### config.mk
export PLATFORM = sky130hd
export DESIGN_NAME = hecc_sector_ecc
export DESIGN_NICKNAME = d
export VERILOG_FILES = /design/src/rtl/hecc_pkg.sv /design/src/rtl/hecc_accum.sv /design/src/rtl/hecc_eval.sv /design/src/rtl/hecc_serial.sv /design/src/rtl/hecc_sector_ecc.sv
export SDC_FILE = /design/constraint.sdc
export NUM_CORES = 1
export LEC_CHECK = 0
export ABC_AREA = 1
export BUFFER_PORTS_ARGS = -buffer_cell sky130_fd_sc_hd__clkbuf_2
export CAP_MARGIN = 40
export CORE_MARGIN = 2
export CORE_UTILIZATION = 35
export DETAILED_ROUTE_END_ITERATION = 7
export PLACE_DENSITY = 0.5
export SYNTH_ARGS = -nofsm -noshare
export SYNTH_HDL_FRONTEND = slang
export SYNTH_SLANG_ARGS = --single-unit
### constraint.sdc
create_clock -name clk -period 6.6 [get_ports clk]
set_input_delay 0 -clock clk [delete_from_list [all_inputs] [get_ports clk]]
set_output_delay 0 -clock clk [all_outputs]
set_load 0.02 [all_outputs]
### src/rtl/hecc_pkg.sv
package hecc_pkg;
   typedef enum logic [1:0] {
      HECC_CLEAN    = 2'd0,
      HECC_DATA_FIX = 2'd1,
      HECC_CODE_ERR = 2'd2,
      HECC_UNCORR   = 2'd3
   } hecc_res_e;

   localparam int HECC_LANES   = 8;
   localparam int HECC_LANE_AW = 3;
endpackage

### src/rtl/hecc_accum.sv
module hecc_accum
   import hecc_pkg::*;
#(
   parameter int SECTOR_BYTES = 512,
   parameter int BYTE_AW      = 9,
   parameter int AW           = 12
) (
   input  logic                  clk,
   input  logic                  rst_n,
   input  logic                  start_i,
   input  logic                  vld_i,
   input  logic [HECC_LANES-1:0] byte_i,
   output logic                  last_o,
   output logic [AW-1:0]         nxt_hi_o,
   output logic [AW-1:0]         nxt_lo_o
);
   logic [BYTE_AW-1:0] cnt_q, base_cnt;
   logic [AW-1:0]      hi_q, lo_q, base_hi, base_lo, add_hi, add_lo;
   logic [AW-1:0]      lane_addr [HECC_LANES];

   // a start pulse discards whatever the sector held so far
   assign base_cnt = start_i ? '0 : cnt_q;
   assign base_hi  = start_i ? '0 : hi_q;
   assign base_lo  = start_i ? '0 : lo_q;

   for (genvar g = 0; g < HECC_LANES; g++) begin : g_lane
      assign lane_addr[g] = {base_cnt, HECC_LANE_AW'(g)};
   end

   always_comb begin
      add_hi = '0;
      add_lo = '0;
      for (int l = 0; l < HECC_LANES; l++) begin
         if (byte_i[l]) begin
            add_hi = add_hi ^ lane_addr[l];
            add_lo = add_lo ^ ~lane_addr[l];
         end
      end
   end

   assign last_o   = vld_i && (base_cnt == BYTE_AW'(SECTOR_BYTES - 1));
   assign nxt_hi_o = base_hi ^ add_hi;
   assign nxt_lo_o = base_lo ^ add_lo;

   always_ff @(posedge clk) begin
      if (!rst_n) begin
         cnt_q <= '0;
         hi_q  <= '0;
         lo_q  <= '0;
      end else if (vld_i) begin
         if (last_o) begin
            cnt_q <= '0;
            hi_q  <= '0;
            lo_q  <= '0;
         end else begin
            cnt_q <= base_cnt + 1'b1;
            hi_q  <= nxt_hi_o;
            lo_q  <= nxt_lo_o;
         end
      end else if (start_i) begin
         cnt_q <= '0;
         hi_q  <= '0;
         lo_q  <= '0;
      end
   end
endmodule

### src/rtl/hecc_eval.sv
module hecc_eval
   import hecc_pkg::*;
#(
   parameter int SECTOR_BYTES = 512,
   parameter int BYTE_AW      = 9,
   parameter int AW           = 12,
   parameter int CODE_W       = 24
) (
   input  logic [CODE_W-1:0]       calc_i,
   input  logic [CODE_W-1:0]       stored_i,
   output hecc_res_e               res_o,
   output logic [BYTE_AW-1:0]      fix_byte_o,
   output logic [HECC_LANE_AW-1:0] fix_bit_o
);
   logic [CODE_W-1:0] diff;
   logic [AW-1:0]     dhi, dlo;
   logic              in_range;

   assign diff       = calc_i ^ stored_i;
   assign dhi        = diff[CODE_W-1:AW];
   assign dlo        = diff[AW-1:0];
   assign fix_byte_o = dhi[AW-1:HECC_LANE_AW];
   assign fix_bit_o  = dhi[HECC_LANE_AW-1:0];

   // a power-of-two sector cannot name a byte past its end
   if ((1 << BYTE_AW) == SECTOR_BYTES) begin : g_pow2
      assign in_range = 1'b1;
   end else begin : g_range
      assign in_range = ({1'b0, fix_byte_o} < (BYTE_AW + 1)'(SECTOR_BYTES));
   end

   always_comb begin
      if (diff == '0)
         res_o = HECC_CLEAN;
      else if ((dhi ^ dlo) == '1)
         res_o = in_range ? HECC_DATA_FIX : HECC_UNCORR;
      else if ($onehot(diff))
         res_o = HECC_CODE_ERR;
      else
         res_o = HECC_UNCORR;
   end
endmodule

### src/rtl/hecc_serial.sv
module hecc_serial #(
   parameter int CODE_W     = 24,
   parameter int CODE_BYTES = 3,
   localparam int WIDE_W    = CODE_BYTES * 8,
   localparam int PAD_W     = WIDE_W - CODE_W,
   localparam int CNT_W     = $clog2(CODE_BYTES + 1)
) (
   input  logic              clk,
   input  logic              rst_n,
   input  logic              load_i,
   input  logic [CODE_W-1:0] code_i,
   output logic              vld_o,
   output logic [7:0]        byte_o
);
   logic [WIDE_W-1:0] wide, buf_q;
   logic [CNT_W-1:0]  cnt_q;

   if (PAD_W == 0) begin : g_nopad
      assign wide = code_i;
   end else begin : g_pad
      assign wide = {{PAD_W{1'b0}}, code_i};
   end

   always_ff @(posedge clk) begin
      if (!rst_n) begin
         buf_q <= '0;
         cnt_q <= '0;
      end else if (load_i) begin
         buf_q <= wide;
         cnt_q <= CNT_W'(CODE_BYTES);
      end else if (cnt_q != '0) begin
         buf_q <= buf_q >> 8;
         cnt_q <= cnt_q - 1'b1;
      end
   end

   assign vld_o  = (cnt_q != '0);
   assign byte_o = buf_q[7:0];
endmodule

### src/rtl/hecc_sector_ecc.sv
module hecc_sector_ecc
   import hecc_pkg::*;
#(
   parameter int  SECTOR_BYTES = 512,
   localparam int BYTE_AW      = $clog2(SECTOR_BYTES),
   localparam int AW           = BYTE_AW + HECC_LANE_AW,
   localparam int CODE_W       = 2 * AW,
   localparam int CODE_BYTES   = (CODE_W + 7) / 8
) (
   input  logic                    clk,
   input  logic                    rst_n,
   input  logic                    start_i,
   input  logic                    check_mode_i,
   input  logic                    byte_vld_i,
   input  logic [7:0]              byte_i,
   input  logic [CODE_W-1:0]       stored_code_i,
   output logic                    code_vld_o,
   output logic [CODE_W-1:0]       code_o,
   output logic                    ser_vld_o,
   output logic [7:0]              ser_byte_o,
   output logic                    res_vld_o,
   output logic [1:0]              res_o,
   output logic [BYTE_AW-1:0]      fix_byte_o,
   output logic [HECC_LANE_AW-1:0] fix_bit_o
);
   if (SECTOR_BYTES < CODE_BYTES) begin : g_bad_size
      $error("SECTOR_BYTES must cover the serial code length");
   end
   if (SECTOR_BYTES < 2) begin : g_bad_min
      $error("SECTOR_BYTES must be at least 2");
   end

   logic              last;
   logic [AW-1:0]     nxt_hi, nxt_lo;
   logic [CODE_W-1:0] calc_code;
   hecc_res_e         res_c;
   logic [BYTE_AW-1:0]      fb_c;
   logic [HECC_LANE_AW-1:0] fbit_c;

   logic                    mode_q, code_vld_q, res_vld_q;
   logic [CODE_W-1:0]       code_q;
   hecc_res_e               res_q;
   logic [BYTE_AW-1:0]      fb_q;
   logic [HECC_LANE_AW-1:0] fbit_q;

   hecc_accum #(.SECTOR_BYTES(SECTOR_BYTES), .BYTE_AW(BYTE_AW), .AW(AW)) u_accum (
      .clk      (clk),
      .rst_n    (rst_n),
      .start_i  (start_i),
      .vld_i    (byte_vld_i),
      .byte_i   (byte_i),
      .last_o   (last),
      .nxt_hi_o (nxt_hi),
      .nxt_lo_o (nxt_lo)
   );

   // inverted packing: erased flash reads back as a matching code
   assign calc_code = ~{nxt_hi, nxt_lo};

   hecc_eval #(.SECTOR_BYTES(SECTOR_BYTES), .BYTE_AW(BYTE_AW), .AW(AW), .CODE_W(CODE_W)) u_eval (
      .calc_i     (calc_code),
      .stored_i   (stored_code_i),
      .res_o      (res_c),
      .fix_byte_o (fb_c),
      .fix_bit_o  (fbit_c)
   );

   always_ff @(posedge clk) begin
      if (!rst_n) begin
         mode_q     <= 1'b0;
         code_vld_q <= 1'b0;
         res_vld_q  <= 1'b0;
         code_q     <= '0;
         res_q      <= HECC_CLEAN;
         fb_q       <= '0;
         fbit_q     <= '0;
      end else begin
         if (start_i) mode_q <= check_mode_i;
         code_vld_q <= last;
         res_vld_q  <= last && mode_q;
         if (last) code_q <= calc_code;
         if (last && mode_q) begin
            res_q  <= res_c;
            fb_q   <= fb_c;
            fbit_q <= fbit_c;
         end
      end
   end

   hecc_serial #(.CODE_W(CODE_W), .CODE_BYTES(CODE_BYTES)) u_serial (
      .clk    (clk),
      .rst_n  (rst_n),
      .load_i (code_vld_q),
      .code_i (code_q),
      .vld_o  (ser_vld_o),
      .byte_o (ser_byte_o)
   );

   assign code_vld_o = code_vld_q;
   assign code_o     = code_q;
   assign res_vld_o  = res_vld_q;
   assign res_o      = res_q;
   assign fix_byte_o = fb_q;
   assign fix_bit_o  = fbit_q;
endmodule

==> results of run 1 <==
per-stage QoR:
| stage | setup slack (ns) | cell area (um^2) | total power [mW] | cells | hold WS [ns] |
|---|---|---|---|---|---|
| detailed placement | 0.953 | 7330 | 1.91 | 1306 | 0.341 |
| CTS | 1.07 | 7620 | 2.43 | 1324 | 0.145 |
| floorplan | 1.59 | 6760 | 1.64 | 996 | 0.159 |
| global route | 0.715 | 7620 | 2.65 | 1324 | 0.195 |
| global placement | 1.06 | 7330 | 1.91 | 1306 | 0.360 |
| finish | 1.07 | 7620 | 2.40 | 1324 | 0.157 |
power groups by stage:
stage	sequential, mW	clock, mW	combinational [mW]
floorplan	0.644	0	0.998
global placement	0.645	0	1.26
detailed placement	0.645	0	1.26
CTS	0.631	0.532	1.27
global route	0.633	0.554	1.47
finish	0.631	0.517	1.25
worst max-delay path: stages (launching register included):
cell and delay, ns:
dfxtp_1 0.34, inv_1 0.06, nor2_1 0.38, inv_1 0.16
nand4_2 0.15, nand2_2 0.10, nand2_1 0.07, nand2_1 0.07
ha_1 0.28, inv_1 0.06, fa_1 0.44, fa_1 0.57
fa_1 0.44, fa_1 0.55, inv_1 0.06, fa_1 0.48
ha_1 0.25, fa_1 0.38, xnor2_1 0.17, nand3_1 0.08
nor2_1 0.11, nand2_1 0.06, nand2_1 0.08, a21oi_2 0.05
registers in the layout, indices dropped and copies added, names as in the netlist, 2 cells and up:
name,cells
res_o,2
u_accum.hi_q,12
u_accum.cnt_q,9
fix_bit_o,3
u_serial.cnt_q,2
u_serial.buf_q,24
fix_byte_o,9
code_o,24
u_accum.lo_q,12
kinds of logic (layout without fill, tap and decap cells):
family          Yosys count  in the layout
compound gates          117            117
buf+inv                 208            276
fa+ha+maj                52             52
xor+xnor                  6              6
flops                   100            100
simple gates            513            513
final cells by class:
type	count	area, um^2
clock buffer	10	229
fill	2072	11200
inverter	166	626
sequential	100	2000
tap	260	325
timing repair buffer	94	498
multi-input combinational	688	3900
clock inverter	6	46.3
routing by layer:
metal | vias to the layer above | part of all wire | global-route usage
met5 | - | 0 | 0
met4 | 0 | 0.023 | 0.0724
met3 | 20 | 0.035 | 0.0235
met2 | 126 | 0.46 | 0.322
met1 | 2893 | 0.48 | 0.261
li1 | 3253 | - | -
worst paths after layout:
path	endpoint	slack [ns]
setup / recovery	res_o[0]$_SDFFE_PN0P_	1.07
hold / removal	fix_byte_o[7]$_SDFFE_PN0P_	0.16
setup reg to reg	res_o[0]$_SDFFE_PN0P_	1.07
hold reg to reg	u_serial.buf_q[16]$_SDFFE_PN0P_	0.46
synth_stat cells (all sizes together):
cell,n
ha,33
a31oi,1
nand2,362
clkinv,3
fa,19
a21oi,50
nand3,76
clkbuf,24
buf,18
o22ai,5
or2,2
nor2,42
o221ai,6
nor4,1
dfxtp,100
o21ai,40
inv,163
xnor2,1
xnor3,2
a211oi,1
nor3,6
xor2,3
nand4,24
o211ai,13
o31ai,1
==> flow_summary.ini, run 1 <==
[worst_hold_path]
whs_path_depth = 6
hold_class = in2reg
hold_start = stored_code_i[22]

[clocking]
cts_resized = 0
clock-sinks = 100
clock_latency_ns = 0.36
root_buffer = clkbuf_16
clk_path_buf_depth = 2
cts_inserted_buffers = 9
post-cts-setup-buffers = 0
cts_tree = built
path_clk_slew_ns = 0.08
cts_htree_levels = 3
cts_hold_buf = 2

[pwr]
switching_share = 0.416
power_switching_mw = 0.999
p_per_area_mw_per_mm2 = 315
pwr-share-seq = 0.263
pwr-share-clk = 0.215
ir_worst_vdd_mv = 0.234
p_int_mw = 1.40
cellLeakagePower_nw = 3.91
p_comb_frac = 0.522

[sta]
grt_setup_unrepaired = no
period_minus_slack_ns = 5.53
fmaxAchievable_ghz = 0.181
drv_slew = 0
finalSetupTns_ns = 0
fin_crit_sh = 0.837
slew_headroom = 0.500
worstMarginPinSlew_ns = 0.749
hold_viol = 0
skew_ns = 0.00669
setup_viol = 0

[floorplan]
die_w_um = 143
start_util = 0.359
num_rows = 50
core_mm2 = 0.0188
dieArea_mm2 = 0.0204
die_y_um = 143
io_pins = 86

[setup_path]
crit_type = reg2reg
critPathLaunchType = register
critPathLaunch = u_accum.cnt_q[3]$_SDFF_PN0_
cp_max_fo = 5
r2r-start = u_accum.cnt_q[3]$_SDFF_PN0_
endpoint_kind = register
reg2reg_depth = 23
cp.arrival_ns = 5.75
cp.required_ns = 6.83

[grt]
grt_antenna_before_repair = 0
grt_pass1_vias = 5864
grt_max_degree = 41
grt_pass1_wl_mm = 30.7
gr-total-overflow = 0
grt_usage = 0.195

[synth]
muxShareOfSynthArea = 0
syn_area_per_cell_um2 = 6.79
yosysTopAreaCell = dfxtp_1
syn_inst = 996
synth_fa_ha_area_frac = 0.117
synth-compound-area-share = 0.0972
synth_top_family_by_area = simple AND/OR/NAND/NOR gates
yosys.area_share.simple = 0.350
ys_seq_area_frac = 0.296
ys_ff_latch = 100
synth_xor_area_frac = 0.0118
syn_nets = 1085
syn_area_mm2 = 0.00676
synth_area_leaders = dfxtp_1 (30%), nand2_1 (18%), inv_1 (8.2%)
yosysWarnings = 0
ys_types = 38
synth_top_area_share = 0.296

[route]
drc = 0
drt-vias-per-instance = 4.75
post_drt_wl_per_cell_um = 14.5
vias = 6292
final_antenna_net_count = 0
drtIter0Drc = 324
first_pass_iters = 4
routed_wirelength_mm = 19.2

[cells_and_area]
final_common_cell = nand2_1
nNetsFinal = 1148
mostFrequentLayoutCells = nand2_1 (332), inv_1 (146), dfxtp_1 (100)
diodes = 0
areaGrowthSynthToFinish_pct = 12.8
final_util = 0.405
drive_gt1_frac = 0.171

[run]
maxCapViolCount = 0

[placement]
hpwlAfterDp_mm = 14.9
gp_routability_congestion = 0.855
port-buffer-count = 85

[outcome]
status = finished clean
Power figures use the tool's default switching activity.
==> run 2, diff against run 1 <==
==> constraint.sdc (replaced) <==
create_clock -name clk -period 5.1 [get_ports clk]
set_input_delay 0 -clock clk [delete_from_list [all_inputs] [get_ports clk]]
set_output_delay 0 -clock clk [all_outputs]
set_load 0.02 [all_outputs]
==> flow_summary.ini, run 2 (same netlist as run 1, synthesis figures left out) <==
[setup_path]
critPathTopFamily = adder cells
cp.arrival_ns = 5.27
endpoint_kind = register
cpMostUsedCell = fa_1
worst-path-buf-inv = 5
cp_max_fo = 4
cp.required_ns = 5.31
slowest_delay_ns = 0.54
crit_type = reg2reg
crit_slowest_cell = fa_1
critPathLaunchType = register

[grt]
grt_max_degree = 41
grt_antenna_before_repair = 0
grt_pass1_wl_mm = 30.8
gr-total-overflow = 0
grt_usage = 0.195
grt_pass1_vias = 5999

[clocking]
path_clk_slew_ns = 0.07
cts_inserted_buffers = 9
clock_latency_ns = 0.36
cts_tree = built
root_buffer = clkbuf_16
clk_path_buf_depth = 2
cts_htree_levels = 3
clock-sinks = 100

[floorplan]
dieArea_mm2 = 0.0204
die_y_um = 143
num_rows = 50
die_w_um = 143
core_mm2 = 0.0188
start_util = 0.359
io_pins = 86

[cells_and_area]
drive_gt1_frac = 0.295
areaGrowthSynthToFinish_pct = 29.3
final_util = 0.464
mostFrequentLayoutCells = nand2_1 (317), inv_1 (133), buf_4 (111)
nFillCells = 1977
stdcell_count = 1435
diodes = 0
nNetsFinal = 1259
final_common_cell = nand2_1
fin_area_mm2 = 0.00874

[sta]
skew_ns = 0.0122
period_minus_slack_ns = 5.06
drv_slew = 0
fmaxAchievable_ghz = 0.198
grt_setup_unrepaired = yes
slew_headroom = 0.427
fin_crit_sh = 0.992
worstMarginPinSlew_ns = 0.858
setup_viol = 0
hold_viol = 0

[route]
drtIter0Drc = 307
first_pass_iters = 5
routed_wirelength_mm = 19.7
post_drt_wl_per_cell_um = 13.7
drt-vias-per-instance = 4.61
met2WireLength_mm = 9.23
top_layer_used = met4
met1_length_mm = 9.36
vias = 6618
final_antenna_net_count = 0
wl_met3_um = 614
drc = 0

[run]
maxCapViolCount = 0

[placement]
dpl.cell_count = 1410
port-buffer-count = 85
hpwlAfterDp_mm = 15.5
place_area_mm2 = 0.00816
gp_routability_congestion = 0.845

[pwr]
cellLeakagePower_nw = 4.48
p_per_area_mw_per_mm2 = 394
ir_worst_vdd_mv = 0.372

[outcome]
status = finished clean

[worst_hold_path]
hold_class = in2reg
==> run 2: cell types whose count changed in the layout (fill, tap and decap cells not counted), sizes merged <==
| cell | change |
|---|---|
| buf | +112 |
| bufinv | +1 |
| clkinv | -1 |
| clkinvlp | -1 |
| dlygate4sd3 | -1 |
| inv | +1 |
==> run 2: worst min-delay path, cell delays in order <==
cell and delay, ns:
clkbuf_2 0.18, a21oi_1 0.09, nor2_1 0.09
==> run 2: final cells by class <==
type	count	area, um^2	area share
Tap cell	260	325	0.0372
Timing Repair Buffer	205	1390	0.160
Multi-Input combinational cell	688	4090	0.468
Clock inverter	6	71.3	0.00816
Sequential cell	100	2000	0.229
Inverter	166	628	0.0719
Clock buffer	10	229	0.0262
==> run 2: per-layer routing <==
metal / up-vias / global-route usage
li1: 3470 / -
met1: 2987 / 0.258
met2: 135 / 0.328
met3: 26 / 0.0245
met4: 0 / 0.0703
met5: - / 0
==> run 2: final timing paths <==
path                                             startpoint                          end  slack, ns  depth (start not counted)
worst max-delay path            u_accum.cnt_q[4]$_SDFF_PN0_        res_o[0]$_SDFFE_PN0P_       0.04                         25
worst min-delay path                             byte_vld_i  u_accum.cnt_q[2]$_SDFF_PN0_       0.05                          3
worst max register to register  u_accum.cnt_q[4]$_SDFF_PN0_        res_o[0]$_SDFFE_PN0P_       0.04                         25
worst min register to register          mode_q$_SDFFE_PN0P_          mode_q$_SDFFE_PN0P_       0.46                          2
==> run 2: stage by stage <==
stage | total power, mW | hold WS, ns | TNS [ns] | setup slack (ns)
global placement | 2.55 | 0.276 | -0.233 | -0.233
finish | 3.44 | 0.0496 | 0 | 0.0402
floorplan | 2.13 | 0.159 | 0 | 0.0947
detailed placement | 2.57 | 0.289 | -0.278 | -0.278
global route | 3.77 | 0.0546 | -0.183 | -0.183
CTS | 3.34 | 0.0459 | 0 | 0.00321
==> run 2: power breakdown <==
part | leakage, nW | internal [mW] | switching [mW]
clock | 0.145 | 0.387 | 0.327
combinational | 3.52 | 0.865 | 1.04
sequential | 0.811 | 0.808 | 0.00959
total | 4.48 | 2.06 | 1.38
==> run 2: timing repair <==
item                       in CTS  in global routing
gates resized for setup        19                 50
hold buffers                    1                  0
setup buffers                   4                  4
setup endpoints to repair       1                  1
hold endpoints to repair        1                  0
pin swaps                      11                 36
